<file path="src/rtl/linemon_pkg.sv">
package linemon_pkg;
   localparam int NUM_ERR_CNT = 4;
   localparam int SEL_W       = $clog2(NUM_ERR_CNT);
   // counter slots; the preload select decodes these
   localparam int IDX_PAR = 0;
   localparam int IDX_FRM = 1;
   localparam int IDX_NOS = 2;
   localparam int IDX_BRK = 3;
   localparam int IDLE_MIN = 9;
   localparam int IDLE_MAX = 13;

   function automatic logic [3:0] idle_bits(input logic data8, input logic par_en,
                                            input logic stop2, input logic addr_bit);
      int n;
      n = 1 + (data8 ? 8 : 7) + (par_en ? 1 : 0) + (stop2 ? 2 : 1) + (addr_bit ? 1 : 0);
      if (n < IDLE_MIN) n = IDLE_MIN;
      if (n > IDLE_MAX) n = IDLE_MAX;
      return 4'(n);
   endfunction
endpackage

</file>
<file path="src/rtl/linemon_errcnt.sv">
module linemon_errcnt #(
   parameter int W        = 16,
   parameter bit SATURATE = 1'b0
) (
   input  logic         clk,
   input  logic         rst_n,
   input  logic         inc_i,
   input  logic         load_i,
   input  logic [W-1:0] load_val_i,
   output logic [W-1:0] cnt_o
);
   logic [W-1:0] cnt_q;
   logic [W-1:0] cnt_nxt;

   generate
      if (W < 2) begin : g_bad_w
         $error("linemon_errcnt: W must be at least 2");
      end
      if (SATURATE) begin : g_sat
         always_comb cnt_nxt = (cnt_q == '1) ? cnt_q : cnt_q + 1'b1;
      end else begin : g_wrap
         always_comb cnt_nxt = cnt_q + 1'b1;
         assert_wrap_R3: assert property (@(posedge clk) disable iff (!rst_n)
            (inc_i && !load_i && cnt_q == '1) |=> (cnt_q == '0));
      end
   endgenerate

   always_ff @(posedge clk) begin
      if (!rst_n)      cnt_q <= '0;
      else if (load_i) cnt_q <= load_val_i;
      else if (inc_i)  cnt_q <= cnt_nxt;
   end

   assign cnt_o = cnt_q;

   assert_hold_R2: assert property (@(posedge clk) disable iff (!rst_n)
      (!inc_i && !load_i) |=> $stable(cnt_q));
endmodule

</file>
<file path="src/rtl/linemon_idle.sv">
module linemon_idle #(
   parameter int IW = 16
) (
   input  logic          clk,
   input  logic          rst_n,
   input  logic          en_i,
   input  logic          char_stb_i,
   input  logic          bit_stb_i,
   input  logic          bit_lvl_i,
   input  logic [3:0]    len_i,
   input  logic [IW-1:0] max_i,
   input  logic          buf_open_i,
   output logic          close_o
);
   logic [3:0]    run_q;
   logic [IW-1:0] icnt_q;
   logic          seq_done;
   logic          at_cap;
   logic          hit;

   generate
      if (IW < 1) begin : g_bad_iw
         $error("linemon_idle: IW must be at least 1");
      end
   endgenerate

   always_comb begin
      seq_done = en_i && !char_stb_i && bit_stb_i && bit_lvl_i && ((run_q + 4'd1) >= len_i);
      at_cap   = (max_i == '0) || (icnt_q >= max_i);
      hit      = seq_done && !at_cap && ((icnt_q + 1'b1) == max_i);
      close_o  = hit && buf_open_i;
   end

   always_ff @(posedge clk) begin
      if (!rst_n || !en_i || char_stb_i) begin
         run_q  <= '0;
         icnt_q <= '0;
      end else if (bit_stb_i) begin
         if (!bit_lvl_i || seq_done) run_q <= '0;
         else                        run_q <= run_q + 4'd1;
         if (seq_done && !at_cap)    icnt_q <= icnt_q + 1'b1;
      end
   end

   assert_run_bound_R8: assert property (@(posedge clk) disable iff (!rst_n)
      run_q < 4'd13);
   assert_zero_restart_R8: assert property (@(posedge clk) disable iff (!rst_n)
      (en_i && bit_stb_i && !bit_lvl_i) |=> (run_q == '0));
endmodule

</file>
<file path="src/rtl/linemon_brk.sv">
module linemon_brk #(
   parameter int DW = 8
) (
   input  logic          clk,
   input  logic          rst_n,
   input  logic          en_i,
   input  logic          char_stb_i,
   input  logic [DW-1:0] data_i,
   input  logic          ferr_i,
   input  logic          bit_stb_i,
   input  logic          bit_lvl_i,
   output logic          brk_char_o,
   output logic          brk_evt_o
);
   logic armed_q;

   generate
      if (DW < 5) begin : g_bad_dw
         $error("linemon_brk: DW must be at least 5");
      end
   endgenerate

   always_comb begin
      brk_char_o = en_i && char_stb_i && (data_i == '0) && ferr_i;
      brk_evt_o  = brk_char_o && armed_q;
   end

   always_ff @(posedge clk) begin
      if (!rst_n)                       armed_q <= 1'b1;
      else if (brk_evt_o)               armed_q <= 1'b0;
      else if (bit_stb_i && bit_lvl_i)  armed_q <= 1'b1;
   end

   assert_brk_once_R6: assert property (@(posedge clk) disable iff (!rst_n)
      brk_evt_o |=> !brk_evt_o);
endmodule

</file>
<file path="src/rtl/uart_rx_linemon.sv">
module uart_rx_linemon
   import linemon_pkg::*;
#(
   parameter int CNT_W        = 16,
   parameter int DATA_W       = 8,
   parameter int IDLE_W       = 16,
   parameter bit CNT_SATURATE = 1'b0
) (
   input  logic              clk,
   input  logic              rst_n,
   input  logic              chan_en,
   input  logic              cfg_data8,
   input  logic              cfg_par_en,
   input  logic              cfg_stop2,
   input  logic              cfg_addr_bit,
   input  logic [IDLE_W-1:0] max_idl,
   input  logic              rx_irq_en,
   input  logic              brk_irq_en,
   input  logic              buf_open,
   input  logic              char_stb,
   input  logic [DATA_W-1:0] char_data,
   input  logic              char_perr,
   input  logic              char_ferr,
   input  logic              char_noise,
   input  logic              line_bit_stb,
   input  logic              line_level,
   input  logic              cnt_wr_en,
   input  logic [SEL_W-1:0]  cnt_wr_sel,
   input  logic [CNT_W-1:0]  cnt_wr_data,
   output logic              buf_close,
   output logic              rx_irq,
   output logic              brk_irq,
   output logic              br_flag,
   output logic [CNT_W-1:0]  cnt_par,
   output logic [CNT_W-1:0]  cnt_frm,
   output logic [CNT_W-1:0]  cnt_nos,
   output logic [CNT_W-1:0]  cnt_brk
);
   logic [3:0]             idle_len;
   logic                   idle_close;
   logic                   brk_char;
   logic                   brk_evt;
   logic                   good_char;
   logic                   close_req;
   logic                   load_ok;
   logic [NUM_ERR_CNT-1:0] inc_vec;
   logic [CNT_W-1:0]       cnt_arr [NUM_ERR_CNT];

   always_comb begin
      idle_len  = idle_bits(cfg_data8, cfg_par_en, cfg_stop2, cfg_addr_bit);
      good_char = chan_en && char_stb && !brk_char;
      load_ok   = cnt_wr_en && !chan_en;
      inc_vec          = '0;
      inc_vec[IDX_PAR] = good_char && char_perr;
      inc_vec[IDX_FRM] = good_char && char_ferr;
      inc_vec[IDX_NOS] = good_char && char_noise;
      inc_vec[IDX_BRK] = brk_evt;
      close_req = idle_close || (brk_evt && buf_open);
   end

   linemon_idle #(.IW(IDLE_W)) u_idle (
      .clk        (clk),
      .rst_n      (rst_n),
      .en_i       (chan_en),
      .char_stb_i (char_stb),
      .bit_stb_i  (line_bit_stb),
      .bit_lvl_i  (line_level),
      .len_i      (idle_len),
      .max_i      (max_idl),
      .buf_open_i (buf_open),
      .close_o    (idle_close)
   );

   linemon_brk #(.DW(DATA_W)) u_brk (
      .clk        (clk),
      .rst_n      (rst_n),
      .en_i       (chan_en),
      .char_stb_i (char_stb),
      .data_i     (char_data),
      .ferr_i     (char_ferr),
      .bit_stb_i  (line_bit_stb),
      .bit_lvl_i  (line_level),
      .brk_char_o (brk_char),
      .brk_evt_o  (brk_evt)
   );

   generate
      for (genvar g = 0; g < NUM_ERR_CNT; g++) begin : g_cnt
         linemon_errcnt #(.W(CNT_W), .SATURATE(CNT_SATURATE)) u_cnt (
            .clk        (clk),
            .rst_n      (rst_n),
            .inc_i      (inc_vec[g]),
            .load_i     (load_ok && (cnt_wr_sel == SEL_W'(g))),
            .load_val_i (cnt_wr_data),
            .cnt_o      (cnt_arr[g])
         );
      end
   endgenerate

   assign cnt_par = cnt_arr[IDX_PAR];
   assign cnt_frm = cnt_arr[IDX_FRM];
   assign cnt_nos = cnt_arr[IDX_NOS];
   assign cnt_brk = cnt_arr[IDX_BRK];

   always_ff @(posedge clk) begin
      if (!rst_n) begin
         buf_close <= 1'b0;
         rx_irq    <= 1'b0;
         brk_irq   <= 1'b0;
         br_flag   <= 1'b0;
      end else begin
         buf_close <= close_req;
         rx_irq    <= close_req && rx_irq_en;
         brk_irq   <= brk_evt && brk_irq_en;
         if (brk_evt && buf_open) br_flag <= 1'b1;
         else if (good_char)      br_flag <= 1'b0;
      end
   end

   assert_quiet_counters_R11: assert property (@(posedge clk) disable iff (!rst_n)
      (chan_en && !char_stb) |=> ($stable(cnt_par) && $stable(cnt_frm)
                                  && $stable(cnt_nos) && $stable(cnt_brk)));
   assert_rx_with_close_R7: assert property (@(posedge clk) disable iff (!rst_n)
      rx_irq |-> buf_close);
   assert_br_needs_buf_R7: assert property (@(posedge clk) disable iff (!rst_n)
      $rose(br_flag) |-> $past(buf_open));
   assert_brk_irq_gate_R11: assert property (@(posedge clk) disable iff (!rst_n)
      brk_irq |-> $past(brk_irq_en));
endmodule

</file>
<file path="config.mk">
export PLATFORM = sky130hd
export DESIGN_NAME = uart_rx_linemon
export DESIGN_NICKNAME = d
export VERILOG_FILES = /design/src/rtl/linemon_pkg.sv /design/src/rtl/linemon_errcnt.sv /design/src/rtl/linemon_idle.sv /design/src/rtl/linemon_brk.sv /design/src/rtl/uart_rx_linemon.sv
export SDC_FILE = /design/constraint.sdc
export NUM_CORES = 1
export LEC_CHECK = 0
export ABC_AREA = 1
export BUFFER_PORTS_ARGS = -buffer_cell sky130_fd_sc_hd__buf_2
export CAP_MARGIN = 25
export CORE_MARGIN = 8
export CORE_UTILIZATION = 30
export CTS_BUF_LIST = sky130_fd_sc_hd__clkbuf_4
export DETAILED_ROUTE_END_ITERATION = 16
export MAX_ROUTING_LAYER = met4
export PLACE_DENSITY = 0.51
export SYNTH_ARGS = -nofsm -noshare
export SYNTH_HDL_FRONTEND = slang
export SYNTH_SLANG_ARGS = --single-unit
</file>
<file path="constraint.sdc">
create_clock -name clk -period 10.2 [get_ports clk]
set_input_delay 0.51 -clock clk [delete_from_list [all_inputs] [get_ports clk]]
set_output_delay 0.51 -clock clk [all_outputs]
set_load 0.005 [all_outputs]
</file>
[Yosys cells after proc, flatten, opt, wreduce, memory -nomap -nowiden]
Cells that the tools add are included.
Word-level totals
  bits in registers: 89
  input port bits: 59
  output and inout port bits: 68
  word-level logic and storage cells: 93
Operators by class
  $add $sub $neg: 10
  $lt $le $gt $ge: 4
  equal/unequal tests: 4
  mux-type cells: 19
  reductions and logical operators: 45
Operators with widths (count)
  2-to-1 mux 16 bit: 8
  adder 16 x 1 -> 16 bit, second input constant: 5
  logical AND 1 bit: 24
  equality test 16 bit: 1
  >= comparator 16 bit: 1
  zero test 16 bit: 1
  2-to-1 mux 4 bit: 3
  nonzero test 2 bit: 6
  adder 7 x 1 -> 8 bit: 1
  > comparator 8 x 4 -> 1 bit, second input constant: 1
  zero test 8 bit: 1
  < comparator 8 x 4 -> 1 bit, second input constant: 1
  2-to-1 mux 8 bit: 1
  adder 6 x 2 -> 7 bit: 1
  adder 5 x 1 -> 6 bit: 1
  zero test 1 bit: 6
  2-to-1 mux 1 bit: 6
  adder 1 x 4 -> 5 bit, first input constant: 1
  logical OR 1 bit: 5
  adder 4 x 1 -> 4 bit, second input constant: 1
  equality test 2 bit, second input constant: 2
  >= comparator 4 bit: 1
  equality test 2 x 1 -> 1 bit, second input constant: 1
  zero test 2 bit: 1
  other kinds (2): 2

[Logic depth before layout (Yosys ltp)]
  depth after elaboration: 16
  gate-level depth with buffers: 29
  mapped depth without buffers: 28

[Modules after synthesis]
From an unflattened synthesis, not the netlist that was laid out.
Unflattened totals
  cells, all modules: 1048
  area, all modules: 6713.9 µm²
By module, submodules not included
  linemon_errcnt: instances 4, cells an instance 148, area an instance 1012.2 µm², seq. area each 320.3 µm²
  linemon_idle: instances 1, cells an instance 374, area an instance 2129.5 µm², seq. area each 400.4 µm²
  uart_rx_linemon: instances 1, cells an instance 65, area an instance 425.4 µm², seq. area each 80.1 µm²
  linemon_brk: instances 1, cells an instance 17, area an instance 110.1 µm², seq. area each 20.0 µm²

[Least setup slack after synthesis]
Ideal clock, no wire load.
  path type: input to register
  start: input cfg_par_en
  end: register u_idle.icnt_q[14]
  setup time: 70 ps
  arrival time: 3486 ps
  data required time: 10130 ps
  setup slack: 6644 ps
  cell stages on the path: 27
  path buffers: 1
  cell sequence: inv_1 > ha_1 > inv_1 > fa_1 > inv_1 > fa_1 > inv_1 > nor2_1 > nand2_1 > nand2_1 > nand2_1 > inv_1 > nor2_1 > a21oi_1 > nand3_1 > ha_1 > inv_1 > o21bai_1 > nand3_1 > nand3_1 > nand2_1 > nor2_1 > nand2_1 > inv_1 > clkbuf_1 > o21ai_0 > a21oi_1
On the way
  cells in the longest elaborated chain, start to end: 12
Ends and longest elaborated chain
  start: declaration: line uart_rx_linemon.sv:13  | input logic cfg_par_en,
  2-to-1 mux 1 bit (*): line linemon_pkg.sv:15  | n = 1 + (data8 ? 8 : 7) + (par_en ? 1 : 0) + (stop2 ? 2 : 1) + (addr_bit ? 1 : 0);
  adder 5 x 1 -> 6 bit (*): line linemon_pkg.sv:15
  adder 6 x 2 -> 7 bit (*): line linemon_pkg.sv:15
  adder 7 x 1 -> 8 bit (*): line linemon_pkg.sv:15
  < comparator 8 x 4 -> 1 bit: line linemon_pkg.sv:16  | if (n < IDLE_MIN) n = IDLE_MIN;
  2-to-1 mux 8 bit (*): line linemon_pkg.sv:16
  > comparator 8 x 4 -> 1 bit: line linemon_pkg.sv:17  | if (n > IDLE_MAX) n = IDLE_MAX;
  2-to-1 mux 4 bit (*): line linemon_pkg.sv:17
  >= comparator 4 bit (*): line linemon_idle.sv:28  | seq_done = en_i && !char_stb_i && bit_stb_i && bit_lvl_i && ((run_q + 4'd1) >= len_i);
  logical AND 1 bit (*): line linemon_idle.sv:28
  logical AND 1 bit (*): line linemon_idle.sv:41  | if (seq_done && !at_cap) icnt_q <= icnt_q + 1'b1;
  AND reduction 2 bit (no source line) (*)
  end signal: assignment: line linemon_idle.sv:41
  end: declaration: line linemon_idle.sv:16  | logic [IW-1:0] icnt_q;
Mark *: on every way between the ends. The rest lies on a longest branch, timed or not.
A chain may end at the register's enable or synchronous reset.

[Worst setup path after layout]
  start: input cfg_data8
  end: register u_idle.icnt_q[14]
On the way
  cells in the longest elaborated chain, start to end: 13
Ends and longest elaborated chain
  start: declaration: line uart_rx_linemon.sv:12  | input logic cfg_data8,
  2-to-1 mux 4 bit (*): line linemon_pkg.sv:15
  adder 1 x 4 -> 5 bit (*): line linemon_pkg.sv:15
  adder 5 x 1 -> 6 bit (*): line linemon_pkg.sv:15
  adder 6 x 2 -> 7 bit (*): line linemon_pkg.sv:15
  adder 7 x 1 -> 8 bit (*): line linemon_pkg.sv:15
  < comparator 8 x 4 -> 1 bit: line linemon_pkg.sv:16
  2-to-1 mux 8 bit (*): line linemon_pkg.sv:16
  > comparator 8 x 4 -> 1 bit: line linemon_pkg.sv:17
  2-to-1 mux 4 bit (*): line linemon_pkg.sv:17
  >= comparator 4 bit (*): line linemon_idle.sv:28
  logical AND 1 bit (*): line linemon_idle.sv:28
  logical AND 1 bit (*): line linemon_idle.sv:41
  AND reduction 2 bit (no source line) (*)
Marked as above.

==> Implementation_results.wiki <==
{| class="wikitable"
! Metric !! Value
|-
| Number of hold buffers added after CTS || 0
|-
| Outcome || finished, final reports clean
|-
| Final worst path period need || ~3.9 ns
|-
| CP max FO || 20
|-
| Top cell type's share of synthesized area || about 29%
|-
| Number of synthesized flops with an enable pin || 0
|-
| Synth warnings || 0
|-
| Clock tree buffer depth || 2
|-
| Cell type with the highest aggregate area in the netlist || sky130_fd_sc_hd__dfxtp_1
|-
| Sequential fraction of the synthesis area || between 20% and 30%
|-
| Worst R2R Start || u_idle.icnt_q[0]$_SDFFE_PP0P_
|-
| Total buffers and inverters traversed by the critical path || 7
|-
| Worst Hold End || rx_irq$_SDFF_PN0_
|-
| Fraction of the cycle the final worst path needs || a little under two fifths
|-
| DR pass1 iterations || 5
|-
| Die height || around 160 µm
|-
| Slew Limit Headroom || 38.0%
|-
| Capturing element type of the critical path || flop
|-
| Clk Latency, worst-skew pair || about 0.48 ns
|-
| Synthesized area per cell || roughly 6.6 µm²
|-
| Antenna Violating Nets Remaining || 0
|-
| Register-to-register setup slack || 7.50 ns
|-
| I/O pins || 127
|-
| Synth top area cells || sky130_fd_sc_hd__dfxtp_1, sky130_fd_sc_hd__nand2_1, sky130_fd_sc_hd__inv_1
|-
| Slowest stage cell on the critical path || sky130_fd_sc_hd__fa_1
|-
| Initial core utilization || between 30% and 40%
|-
| Antenna violations before repair || 1
|-
| Number of global-route vias before repair || approximately 6200
|-
| Worst ir drop on vdd || 44.3 µV
|-
| DR DRC count || 0
|-
| Via count || 6324
|-
| Final hold viol count || 0
|-
| Port buffer count || about 130
|-
| Final setup violation count || 0
|-
| Wire length of the first global-routing pass || roughly 33 mm
|-
| Number of rows created at floorplan || 52
|-
| CTS root buffer || sky130_fd_sc_hd__clkbuf_4
|-
| Global router's overall resource usage || 16.5%
|-
| Number of filler cells placed in the layout || about 2300
|-
| Full die area || between 20000 and 30000 µm²
|-
| Clock slew at the register clock pins of the worst setup and hold paths || ~0.15 ns
|-
| Adder-Cell Fraction of Synth Area || under 10%
|-
| DRC marker count from the first detailed-route iteration || about 330
|-
| Resize count post-CTS || 0
|-
| Cells after Synth || 939
|-
| Clock tree from TritonCTS || yes
|-
| Fmax || 259 MHz
|-
| Sort of element at the start of the critical path || primary input
|-
| RSZ-0062 raised after global routing || false
|-
| Half-perimeter wire length of the detailed placement result || ~16 mm
|-
| Crit. path cell count || 26
|-
| Post-synthesis instance area || a little over 6000 µm²
|-
| Number of max-cap violations || 0
|-
| Highest cell delay on the worst timing path || about 0.47 ns
|-
| Crit path top cell by count || sky130_fd_sc_hd__inv_1
|-
| Placer congestion estimate || between 0.8 and 0.9
|-
| Async set or reset register ratio after synthesis || 0%
|-
| Global-route congestion overflow total || 0
|-
| Worst EP arrival || roughly 4.3 ns
|-
| Top flip-flop cell by instance count after synthesis || sky130_fd_sc_hd__dfxtp_1
|-
| Sink Count || between 80 and 90
|-
| Worst Hold Margin || ~0.24 ns
|-
| Vias per cell || 4.74
|-
| Layout cell share with drive strength beyond 1 || roughly 17%
|-
| Floorplan core area || 20300 µm²
|-
| Required time worst endpoint || roughly 11 ns
|-
| Die Wd || approximately 160 µm
|-
| H-tree depth reported by CTS || 3
|-
| P per Cell Area || slightly above 90 nW/µm²
|-
| Simple-gate portion of the synthesized area || 33.6%
|-
| Mux contribution to synthesized area || 0%
|-
| Slew at the pin with the worst max-slew slack || slightly above 0.9 ns
|-
| Netlist cell types || 46
|-
| Startpoint-to-endpoint class of the critical path || primary input to flop
|-
| Complex-gate fraction of the synthesized area || around an eighth
|-
| Worst Min Path Start || rx_irq_en
|-
| Net count of the finished layout || about 1200
|-
| Num CTS Buffers || 9
|-
| Pin count of the biggest net entering global routing || 44
|-
| Hold depth || 3
|-
| Worst hold path class || primary input to flop
|-
| Leak Pwr || between 3 and 4 nW
|-
| Final total negative setup slack || 0 ns
|-
| Post-CTS setup buffer count || 0
|-
| Top delay family on crit path || adder cells
|-
| Max Transition Viols Final || 0
|-
| Worst flop-to-flop path endpoint || u_idle.icnt_q[14]$_SDFFE_PP0P_
|-
| Number of synthesized register bits || 89
|-
| Layout Skew || about 0.018 ns
|-
| Dominant combinational cell family by area after synthesis || simple AND/OR/NAND/NOR gates
|-
| Synth Area in XOR/XNOR || between 8 and 9%
|-
| Cells on worst reg2reg path || 15
|-
| Final Routed Wirelength || 20.6 mm
|-
| Drt wl/cell || 15.4 µm
|-
| Synthesis-to-layout area growth || 16.1%
|-
| Synthesized net count || approximately 1000
|}
per-layer routing:
layer,track usage [%],vias up,wire length (µm)
met5,-,-,0
met3,3.16,25,966
li1,-,3298,-
met2,26.4,145,9550
met4,5.31,0,439
met1,20.7,2856,9650
final cells by class:
type	count	area [µm²]	area share, %
Antenna cell	1	2.50	0.0346
Timing Repair Buffer	130	661	9.14
Inverter	128	482	6.66
Sequential cell	89	1780	24.6
Clock inverter	6	33.8	0.467
Tap cell	270	338	4.67
Multi-Input combinational cell	701	3850	53.3
Clock buffer	10	75.1	1.04
registers in the layout, summed over array words and instances (netlist names):
signal	cells
u_idle.run_q	4
u_idle.icnt_q	16
br_flag	1
u_brk.armed_q	1
g_cnt.u_cnt.cnt_o	64
brk_irq	1
buf_close	1
rx_irq	1
cell usage in the layout (no fill, tap or decap), types with 30 or more instances in the layout:
cell / n
sky130_fd_sc_hd__inv_1: 121
sky130_fd_sc_hd__xor2_1: 37
sky130_fd_sc_hd__nor2_1: 65
sky130_fd_sc_hd__a21oi_1: 50
sky130_fd_sc_hd__o21ai_0: 41
sky130_fd_sc_hd__nand2_1: 272
sky130_fd_sc_hd__dfxtp_1: 89
sky130_fd_sc_hd__nand3_1: 66
sky130_fd_sc_hd__ha_1: 30
sky130_fd_sc_hd__buf_2: 126
power by group:
| group | total, mW | internal [mW] | switching (mW) |
|---|---|---|---|
| registers | 0.366 | 0.356 | 0.0105 |
| logic | 0.107 | 0.0398 | 0.0669 |
| clock network | 0.184 | 0.0514 | 0.133 |
| total | 0.657 | 0.447 | 0.210 |
cells in the mapped netlist (11+ instances only):
cell type                  count
sky130_fd_sc_hd__nand2_1     272
sky130_fd_sc_hd__inv_1       121
sky130_fd_sc_hd__dfxtp_1      89
sky130_fd_sc_hd__nand3_1      66
sky130_fd_sc_hd__nor2_1       65
sky130_fd_sc_hd__a21oi_1      50
sky130_fd_sc_hd__o21ai_0      41
sky130_fd_sc_hd__xor2_1       37
sky130_fd_sc_hd__ha_1         30
sky130_fd_sc_hd__a31oi_1      16
sky130_fd_sc_hd__nand4_1      16
sky130_fd_sc_hd__xnor2_1      16
sky130_fd_sc_hd__nor3_1       13
sky130_fd_sc_hd__o211ai_1     13
sky130_fd_sc_hd__clkbuf_1     11
tightest hold or removal path, stage by stage:
cell and delay [ns]:
sky130_fd_sc_hd__buf_2 0.09, sky130_fd_sc_hd__inv_1 0.05, sky130_fd_sc_hd__nor2_2 0.04
how the worst max path moves through the flow:
stage,endpoint,startpoint
2_1_floorplan,u_idle.icnt_q[14]$_SDFFE_PP0P_,cfg_par_en
3_3_place_gp,u_idle.icnt_q[13]$_SDFFE_PP0P_,cfg_data8
3_5_place_dp,u_idle.icnt_q[14]$_SDFFE_PP0P_,cfg_data8
4_1_cts,u_idle.icnt_q[1]$_SDFFE_PP0P_,cfg_data8
5_1_grt,u_idle.icnt_q[13]$_SDFFE_PP0P_,cfg_data8
6_report,u_idle.icnt_q[14]$_SDFFE_PP0P_,cfg_data8
cell families after synthesis:
kind of cell,count (synthesis)
buffers and inverters,149
adders and majority gates,32
DFF,89
xor gates and xnor gates,55
AOI/OAI and AO/OA,144
and+or+nand+nor,469
other,1
stage by stage:
stage	utilization [%]	instance area [µm²]	total power [mW]	setup WS (ns)	instances
3_5_place_dp	35.0	7110	0.481	5.80	1317
4_1_cts	35.6	7220	0.667	6.31	1333
2_1_floorplan	-	6220	0.433	6.64	939
3_3_place_gp	35.0	7110	0.480	5.91	1317
6_report	35.6	7230	0.657	6.33	1335
5_1_grt	35.6	7230	0.697	5.77	1335
Power figures use the tool's default switching activity.
